**src/rtl/frac_div_pkg.sv**
```systemverilog
package frac_div_pkg;
   typedef enum logic [1:0] {
      REG_MAIN = 2'd0,
      REG_PRE  = 2'd1,
      REG_CTRL = 2'd2,
      REG_NONE = 2'd3
   } reg_sel_e;

   localparam int CTL_MAIN_GO = 0;
   localparam int CTL_PRE_GO  = 1;
   localparam int CTL_GATE    = 2;
endpackage

```
**src/rtl/frac_div_core.sv**
```systemverilog
module frac_div_core #(
   parameter int FIELD_W   = 4,
   parameter int FRAC_W    = 2,
   parameter int RST_FIELD = 0
) (
   input  logic               clk_i,
   input  logic               rst_ni,
   input  logic               en_i,
   input  logic               allow_i,
   input  logic [FIELD_W-1:0] staged_i,
   input  logic               trig_i,
   output logic               busy_o,
   output logic               tick_o
);
   localparam int AW = FIELD_W + 2;
   localparam logic [AW-1:0] STEP = AW'(1) << FRAC_W;

   logic [FIELD_W-1:0] active_q;
   logic [AW-1:0]      acc_q;
   logic               pend_q;
   logic               tick_q;

   logic [AW-1:0] div_w;
   logic [AW-1:0] sum_w;
   logic          hit_w;
   logic          apply_w;

   always_comb begin
      div_w   = AW'(active_q) + STEP;
      sum_w   = acc_q + STEP;
      hit_w   = en_i && (sum_w >= div_w);
      apply_w = pend_q && hit_w && allow_i;
   end

   always_ff @(posedge clk_i or negedge rst_ni) begin
      if (!rst_ni) begin
         active_q <= FIELD_W'(RST_FIELD);
         acc_q    <= '0;
         pend_q   <= 1'b0;
         tick_q   <= 1'b0;
      end else begin
         tick_q <= hit_w;
         if (apply_w) begin
            active_q <= staged_i;
            acc_q    <= '0;
         end else if (hit_w) begin
            acc_q <= sum_w - div_w;
         end else if (en_i) begin
            acc_q <= sum_w;
         end
         if (trig_i)
            pend_q <= 1'b1;
         else if (apply_w)
            pend_q <= 1'b0;
      end
   end

   assign busy_o = pend_q;
   assign tick_o = tick_q;

   AST_UNITY_EVERY_CYCLE: assert property (@(posedge clk_i) disable iff (!rst_ni)
      (en_i && active_q == '0) |=> tick_q);
   AST_ACC_BELOW_DIV: assert property (@(posedge clk_i) disable iff (!rst_ni)
      acc_q < div_w);
   AST_ACTIVE_HOLD: assert property (@(posedge clk_i) disable iff (!rst_ni)
      !pend_q |=> $stable(active_q));
   AST_PEND_NEEDS_EN: assert property (@(posedge clk_i) disable iff (!rst_ni)
      $fell(pend_q) |-> $past(en_i && allow_i));
   AST_NO_TICK_IDLE: assert property (@(posedge clk_i) disable iff (!rst_ni)
      !en_i |=> !tick_q);
endmodule

```
**src/rtl/frac_div_regs.sv**
```systemverilog
module frac_div_regs
   import frac_div_pkg::*;
#(
   parameter int MAIN_W     = 4,
   parameter int MAIN_SHIFT = 4,
   parameter int MAIN_RST   = 4,
   parameter bit HAS_PRE    = 1'b1,
   parameter int PRE_W      = 3,
   parameter int PRE_SHIFT  = 8,
   parameter int PRE_RST    = 0
) (
   input  logic              clk_i,
   input  logic              rst_ni,
   input  logic              wr_en_i,
   input  logic [1:0]        addr_i,
   input  logic [31:0]       wdata_i,
   input  logic              main_busy_i,
   input  logic              pre_busy_i,
   output logic [MAIN_W-1:0] main_field_o,
   output logic [PRE_W-1:0]  pre_field_o,
   output logic              main_trig_o,
   output logic              pre_trig_o,
   output logic              gate_o,
   output logic [31:0]       rdata_o
);
   logic [MAIN_W-1:0] main_q;
   logic [PRE_W-1:0]  pre_q;
   logic              gate_q;
   logic              wr_main, wr_pre, wr_ctl;
   logic [31:0]       pre_rd;

   assign wr_main = wr_en_i && (addr_i == REG_MAIN);
   assign wr_pre  = wr_en_i && (addr_i == REG_PRE);
   assign wr_ctl  = wr_en_i && (addr_i == REG_CTRL);

   always_ff @(posedge clk_i or negedge rst_ni) begin
      if (!rst_ni) begin
         main_q <= MAIN_W'(MAIN_RST);
         gate_q <= 1'b1;
      end else begin
         if (wr_main)
            main_q <= wdata_i[MAIN_SHIFT +: MAIN_W];
         if (wr_ctl)
            gate_q <= wdata_i[CTL_GATE];
      end
   end

   generate
      if (HAS_PRE) begin : g_pre
         always_ff @(posedge clk_i or negedge rst_ni) begin
            if (!rst_ni)
               pre_q <= PRE_W'(PRE_RST);
            else if (wr_pre)
               pre_q <= wdata_i[PRE_SHIFT +: PRE_W];
         end
         assign pre_trig_o = wr_ctl && wdata_i[CTL_PRE_GO];
         assign pre_rd     = 32'(pre_q) << PRE_SHIFT;
      end else begin : g_nopre
         assign pre_q      = PRE_W'(PRE_RST);
         assign pre_trig_o = 1'b0;
         assign pre_rd     = '0;
      end
   endgenerate

   assign main_trig_o  = wr_ctl && wdata_i[CTL_MAIN_GO];
   assign main_field_o = main_q;
   assign pre_field_o  = pre_q;
   assign gate_o       = gate_q;

   always_comb begin
      unique case (addr_i)
         REG_MAIN: rdata_o = 32'(main_q) << MAIN_SHIFT;
         REG_PRE:  rdata_o = pre_rd;
         REG_CTRL: rdata_o = {29'd0, gate_q, pre_busy_i, main_busy_i};
         default:  rdata_o = '0;
      endcase
   end
endmodule

```
**src/rtl/frac_div_top.sv**
```systemverilog
module frac_div_top #(
   parameter int MAIN_W     = 4,
   parameter int MAIN_FRAC  = 2,
   parameter int MAIN_SHIFT = 4,
   parameter int MAIN_RST   = 4,
   parameter bit HAS_PRE    = 1'b1,
   parameter int PRE_W      = 3,
   parameter int PRE_FRAC   = 1,
   parameter int PRE_SHIFT  = 8,
   parameter int PRE_RST    = 0
) (
   input  logic        clk_i,
   input  logic        rst_ni,
   input  logic        clk_en_i,
   input  logic        wr_en_i,
   input  logic [1:0]  addr_i,
   input  logic [31:0] wdata_i,
   output logic [31:0] rdata_o,
   output logic        tick_o
);
   generate
      if (MAIN_FRAC >= MAIN_W) begin : g_bad_main_frac
         $error("MAIN_FRAC must be below MAIN_W");
      end
      if (MAIN_SHIFT + MAIN_W > 32) begin : g_bad_main_pos
         $error("main field exceeds 32 bits");
      end
      if (HAS_PRE && (PRE_FRAC >= PRE_W)) begin : g_bad_pre_frac
         $error("PRE_FRAC must be below PRE_W");
      end
      if (HAS_PRE && (PRE_SHIFT + PRE_W > 32)) begin : g_bad_pre_pos
         $error("pre field exceeds 32 bits");
      end
   endgenerate

   logic [MAIN_W-1:0] main_field;
   logic [PRE_W-1:0]  pre_field;
   logic main_trig, pre_trig, gate;
   logic main_busy, pre_busy;
   logic main_en, main_tick;

   frac_div_regs #(
      .MAIN_W(MAIN_W), .MAIN_SHIFT(MAIN_SHIFT), .MAIN_RST(MAIN_RST),
      .HAS_PRE(HAS_PRE), .PRE_W(PRE_W), .PRE_SHIFT(PRE_SHIFT), .PRE_RST(PRE_RST)
   ) u_regs (
      .clk_i(clk_i), .rst_ni(rst_ni), .wr_en_i(wr_en_i), .addr_i(addr_i),
      .wdata_i(wdata_i), .main_busy_i(main_busy), .pre_busy_i(pre_busy),
      .main_field_o(main_field), .pre_field_o(pre_field),
      .main_trig_o(main_trig), .pre_trig_o(pre_trig), .gate_o(gate),
      .rdata_o(rdata_o)
   );

   generate
      if (HAS_PRE) begin : g_pre
         frac_div_core #(.FIELD_W(PRE_W), .FRAC_W(PRE_FRAC), .RST_FIELD(PRE_RST)) u_pre (
            .clk_i(clk_i), .rst_ni(rst_ni), .en_i(clk_en_i), .allow_i(gate),
            .staged_i(pre_field), .trig_i(pre_trig), .busy_o(pre_busy),
            .tick_o(main_en)
         );
      end else begin : g_direct
         assign main_en  = clk_en_i;
         assign pre_busy = 1'b0;
      end
   endgenerate

   frac_div_core #(.FIELD_W(MAIN_W), .FRAC_W(MAIN_FRAC), .RST_FIELD(MAIN_RST)) u_main (
      .clk_i(clk_i), .rst_ni(rst_ni), .en_i(main_en), .allow_i(gate),
      .staged_i(main_field), .trig_i(main_trig), .busy_o(main_busy),
      .tick_o(main_tick)
   );

   assign tick_o = main_tick & gate;

   AST_GATED_SWITCH_HOLD: assert property (@(posedge clk_i) disable iff (!rst_ni)
      (!gate && main_busy && !wr_en_i) |=> main_busy);
endmodule

```
**config.mk**
```make
export PLATFORM = sky130hd
export DESIGN_NAME = frac_div_top
export DESIGN_NICKNAME = d
export VERILOG_FILES = /design/src/rtl/frac_div_pkg.sv /design/src/rtl/frac_div_core.sv /design/src/rtl/frac_div_regs.sv /design/src/rtl/frac_div_top.sv
export SDC_FILE = /design/constraint.sdc
export NUM_CORES = 1
export LEC_CHECK = 0
export BUFFER_PORTS_ARGS = -buffer_cell sky130_fd_sc_hd__buf_2
export CAP_MARGIN = 10
export CORE_ASPECT_RATIO = 0.8
export CORE_UTILIZATION = 35
export CTS_CLUSTER_DIAMETER = 150
export DETAILED_ROUTE_END_ITERATION = 10
export SLEW_MARGIN = 20
export SYNTH_ARGS = -nofsm -noshare
export SYNTH_HDL_FRONTEND = slang
export SYNTH_SLANG_ARGS = --single-unit
```
**constraint.sdc**
```tcl
create_clock -name clk_i -period 4.63 [get_ports clk_i]
set_input_delay 0.6945 -clock clk_i [delete_from_list [all_inputs] [get_ports clk_i]]
set_output_delay 0.6945 -clock clk_i [all_outputs]
set_load 0.02 [all_outputs]
```
# Yosys cells after proc, flatten, opt, wreduce, memory -nomap -nowiden
# Cells that the tools add are included.
word_totals:
  ff_bits: 30
  input_bits: 38
  out_inout_bits: 33
  wordCells: 49
classes:
  add_sub_neg: 6
  n_lt_le_gt_ge: 2
  eq_ne: 2
  n_mux: 11
  bitwise_logic: 1
  reduce_logical: 16
op_table:
  columns: ["op", "count"]
  rows:
  - ["$pmux W11 S3", 1]
  - ["$mux W6", 3]
  - ["$mux W5", 3]
  - ["$logic_and A1 B1 Y1", 11]
  - ["$add A6 B3 Y6 const B", 1]
  - ["$ge A6 B6 Y1", 1]
  - ["$reduce_bool A3 Y1", 2]
  - ["$sub A6 B6 Y6", 1]
  - ["$add A4 B3 Y5 const B", 1]
  - ["$add A5 B2 Y5 const B", 1]
  - ["$ge A5 B5 Y1", 1]
  - ["$sub A5 B5 Y5", 1]
  - ["$add A3 B2 Y4 const B", 1]
  - ["$mux W1", 4]
  - ["$reduce_bool A2 Y1", 2]
  - ["$eq A2 B1 Y1 const B", 1]
  - ["$eq A2 B2 Y1 const B", 1]
  - ["$logic_not A2 Y1", 1]
  - ["$and A1 B1 Y1", 1]

# Logic depth before layout (Yosys ltp)
logic_depth:
  depth_word: 7
  mapped_depth: 10
  mapped_depth_nobuf: 9

# Hierarchy
# A second synthesis with hierarchy kept.
unflattened:
  hier_cells: 210
  area_unflattened_um2: 2204.6
modules_own_cells:
  columns: ["module", "n_inst", "cells_each", "area_per_inst_um2", "seq_area_each_um2"]
  rows:
  - ["frac_div_core (u_main)", 1, 82, 893.4, 301.5]
  - ["frac_div_core (g_pre.u_pre)", 1, 70, 716.9, 250.2]
  - ["frac_div_regs", 1, 57, 588.1, 202.7]
  - ["frac_div_top", 1, 1, 6.3, 0.0]

# Worst setup path before layout
# No wires, ideal clock.
synth_timing:
  path_kind: "flip-flop to flip-flop"
  start: "reg u_main.acc_q[2]"
  end: "reg u_main.acc_q[4]"
  arrival_ns: 2.443
  required_time_ns: 4.499
  setup_slack_ns: 2.056
  stages_incl_launch_ff: 9
  n_path_buf: 1
  synth_period_minus_slack_ns: 2.574
  path_cell_list: "dfrtp_1 > ha_1 > ha_1 > a21oi_2 > a31oi_1 > or4b_4 > buf_6 > o2111a_1 > or3_1"
synth_between:
  elab_chain_cells: 6
  word_cells_on_any_way: 10
synth_lines:
  columns: ["element", "line_no", "rtl"]
  rows:
  - ["from (decl)", "frac_div_core.sv:19", "logic [AW-1:0] acc_q;"]
  - ["from (signal assigned)", "frac_div_core.sv:47", "acc_q <= sum_w - div_w;"]
  - ["from (signal assigned)", "frac_div_core.sv:49", "acc_q <= sum_w;"]
  - ["$add A6 B3 Y6 *", "frac_div_core.sv:30", "sum_w = acc_q + STEP;"]
  - ["$ge A6 B6 Y1", "frac_div_core.sv:31", "hit_w = en_i && (sum_w >= div_w);"]
  - ["$logic_and A1 B1 Y1", "frac_div_core.sv:31", null]
  - ["$logic_and A1 B1 Y1 (2 in series)", "frac_div_core.sv:32", "apply_w = pend_q && hit_w && allow_i;"]
  - ["$reduce_bool A3 Y1 (no source line) or $mux W6 (tied branches)", null, null]
# Mark *: on every way between the ends. The rest lies on a longest branch, timed or not. The select of a mux whose other input is x is not followed.
# A chain may end at the register's enable or synchronous reset.

# Worst setup path in the final report
layout_timing:
  start: "reg u_main.acc_q[2]"
  end: "reg u_main.active_q[1]"
layout_between:
  elab_chain_cells: 5
layout_lines:
  columns: ["element", "line_no", "rtl"]
  rows:
  - ["$add A6 B3 Y6", "frac_div_core.sv:30", null]
  - ["$ge A6 B6 Y1", "frac_div_core.sv:31", null]
  - ["$logic_and A1 B1 Y1", "frac_div_core.sv:31", null]
  - ["$logic_and A1 B1 Y1 (2 in series)", "frac_div_core.sv:32", null]
  - ["to (signal assigned)", "frac_div_core.sv:37", "active_q <= FIELD_W'(RST_FIELD);"]
  - ["to (signal assigned)", "frac_div_core.sv:44", "active_q <= staged_i;"]
  - ["to (decl)", "frac_div_core.sv:18", "logic [FIELD_W-1:0] active_q;"]
# Every way passes these cells.

==> summary.txt <==
Min Tclk post-route -> 2.78 ns
Rows -> 24
First-pass GRT wire length -> 6310 um
Drt via density -> 4.56
Synth area leaders -> dfrtp_1 33%, mux2_2 9.4%, buf_4 8.1%, ha_1 8.0%, dfstp_2 3.9%
Pleak -> 1.09 nW
# DRC -> 0
Sequential power share -> 27.5%
Critical path's most frequent cell -> ha_1
Max Clk Rate -> 360 MHz
Vias -> 1450
CP Launch Point -> u_main.acc_q[2]
Arrival time worst endpoint -> 2.92 ns
Layout Nets -> 292
Fin Setup TNS -> 0 ns
Initial Util -> 37.0%
Hold crit path type -> in -> async
Area Overhead vs Synth -> 9.91%
Worst r2r src -> u_main.acc_q[2]
R2R Setup Slk -> 1.85 ns
Library cells used by synthesis -> 47
Most common cell in the synthesized netlist -> dfrtp_1
WS Path Type -> reg -> reg
Synth warn -> 0
Clock power share -> 11.0%
Clk_skew -> 0.00620 ns
Synthesized area -> 2050 um^2
GRT Util Overall -> 13.2%
Fin util -> 40.7%
DP Wirelength -> 2810 um
Total CTS buffers -> 5
Post-CTS Setup Inserts -> 0
Num ports -> 71
Die height -> 70.4 um
NetSw -> 0.767 mW
Vias in the first global route -> 1384
RSZ-0062 raised after global routing -> no
IO buf count -> 26
Synth top cells by count -> 27 x dfrtp_1, 22 x buf_4, 19 x inv_1
DRT antenna net count -> 0
Switching Share -> 43.6%
Post-synth EDFFs -> 0
GRT Residual Overflow -> 0
First DRT Iteration DRCs -> 67
Initial antenna violation count -> 0
Post-Syn Area per Cell -> 9.74 um^2
Worst Max-Slew Pin Slew -> 0.652 ns
MaxCap Viol Count -> 0
Synth top area share -> 33.0%
Post-Route WL -> 3560 um
Die area -> 6160 um^2
Logic gate share of total power -> 61.6%
CP startpoint kind -> flip-flop
Largest net degree at the start of global routing -> 31
RR Endpoint -> u_main.active_q[1]
Fraction of final layout cells sized beyond drive strength 1 -> 22.9%
Number of fill cells -> 575
Cells after synthesis -> 210
Placed Instances -> 310
Post-Layout Cell Count -> 318
Clock sink total -> 30
Final period util -> 60.0%
Final setup fails -> 0
Die X -> 87.5 um
Clk slew on worst S/H paths -> 0.06 ns
Peak supply drop -> 0.000241 V
Core box area -> 5530 um^2
Pins Over Slew Limit -> 0
Crit path max fanout -> 11
DR pass1 iterations -> 4
Fin Hold WS -> 0.453 ns
Synth async-reset ratio -> 100%
Slowest cell delay on critical path -> 0.62 ns
Routed WL per cell -> 11.2 um
WP data required -> 4.78 ns
Status -> complete, no violations
Leading area contributor after synthesis -> dfrtp_1
R2R cell count -> 7
Power Internal -> 0.991 mW
Post-synthesis sequential area ratio -> 36.9%
Slew HR -> 56.6%
PwrDens -> 782 nW/um^2
CP Capture Type -> flip-flop
Skew-Pair Late Insertion Delay -> 0.27 ns
Gp weighted congestion -> 0.784
Antenna diodes -> 0
Post-cts sizing count -> 0
Top FF cell, synth -> dfrtp_1
Final Hold Fails -> 0
CTS tree -> built
Clk root buf -> clkbuf_8
Critical-path top delay cell -> or4b_4
Max clock buf depth -> 2
CP Cell Sequence -> ha_1 > ha_1 > a21oi_2 > a31oi_1 > or4b_4 > nand4_1 > mux2_2
#FFs+latches synth -> 30
Htree depth -> 2
CTS Hold Buffers Added -> 0
-- stage by stage --
stage          worst slack (ns)  power (mW)  cell area [um^2]
2_1_floorplan              2.06        1.39              2120
3_3_place_gp               1.85        1.55              2170
3_5_place_dp               1.85        1.57              2170
4_1_cts                    1.85        1.76              2250
5_1_grt                    1.74        1.96              2250
6_report                   1.85        1.76              2250
-- worst max path at each step --
stage	endpoint	cells past startpoint
after floorplan	u_main.acc_q[4]	8
after global placement	u_main.active_q[0]	7
after detailed placement	u_main.active_q[0]	7
after CTS	u_main.active_q[1]	7
after global routing	u_main.active_q[1]	7
final	u_main.active_q[1]	7
-- power groups by stage --
stage	Combinational, mW	Clock (mW)	Sequential (mW)
final	1.08	0.193	0.483
after global placement	1.07	0	0.484
after floorplan	0.938	0	0.449
after global routing	1.24	0.214	0.504
after CTS	1.08	0.200	0.483
after detailed placement	1.08	0	0.487
-- worst max-delay path, delay by kind of cell, from the launching register on --
kind            cells  cell delay [ns]
simple gates        2             0.86
compound gates      2             0.31
flops               1             0.42
fa+ha+maj           2             0.71
mux                 1             0.36
-- state kept, by name, indices dropped and copies added, names as in the netlist, 3 cells and up --
register	flops
u_regs.pre_field_o	3
g_pre.u_pre.active_q	3
u_main.active_q	4
u_regs.main_field_o	4
g_pre.u_pre.acc_q	5
u_main.acc_q	6
-- logic make-up after synthesis --
family / after synthesis / synth area share [%]
buffers and inverters: 44 / 12.5
flip-flops: 30 / 36.9
AO/OA/AOI/OAI: 31 / 10.6
AND/OR/NAND/NOR: 65 / 17.5
multiplexers: 18 / 9.85
XOR/XNOR: 6 / 2.57
adder cells (fa/ha/maj): 15 / 9.91
other: 1 / 0.183
-- cell type report --
class,instances,area [um^2],share of cell area (%)
flip-flops and latches,30,754,33.6
repair buffers,26,130,5.79
multi-input cells,157,1110,49.6
inverters,19,71.3,3.17
well taps,78,97.6,4.34
clock buffers,8,80.1,3.56
-- cell usage in the layout (no fill, tap or decap), drive strengths merged, types with 2 or more instances in the layout --
cell type  count
a21o           2
a21oi          9
a31oi          3
a32o           2
and2          13
and3           2
buf           26
clkbuf         8
conb          22
dfrtp         27
dfstp          3
fa             2
ha            13
inv           19
mux2          17
nand2         11
nand2b         3
nand3         10
nand4          5
nor2           7
nor2b          3
nor3           4
o21ai          2
o22ai          3
xor2           5
-- metal layers --
| metal | vias to the layer above | routed length (um) | GRT usage [%] |
|---|---|---|---|
| met2 | 50 | 1360 | 18.5 |
| li1 | 750 | - | - |
| met5 | - | 0 | 0 |
| met4 | 0 | 28 | 3.28 |
| met3 | 2 | 229 | 3.55 |
| met1 | 648 | 1940 | 19.9 |
Note: power is estimated with default switching activity, not from simulation.
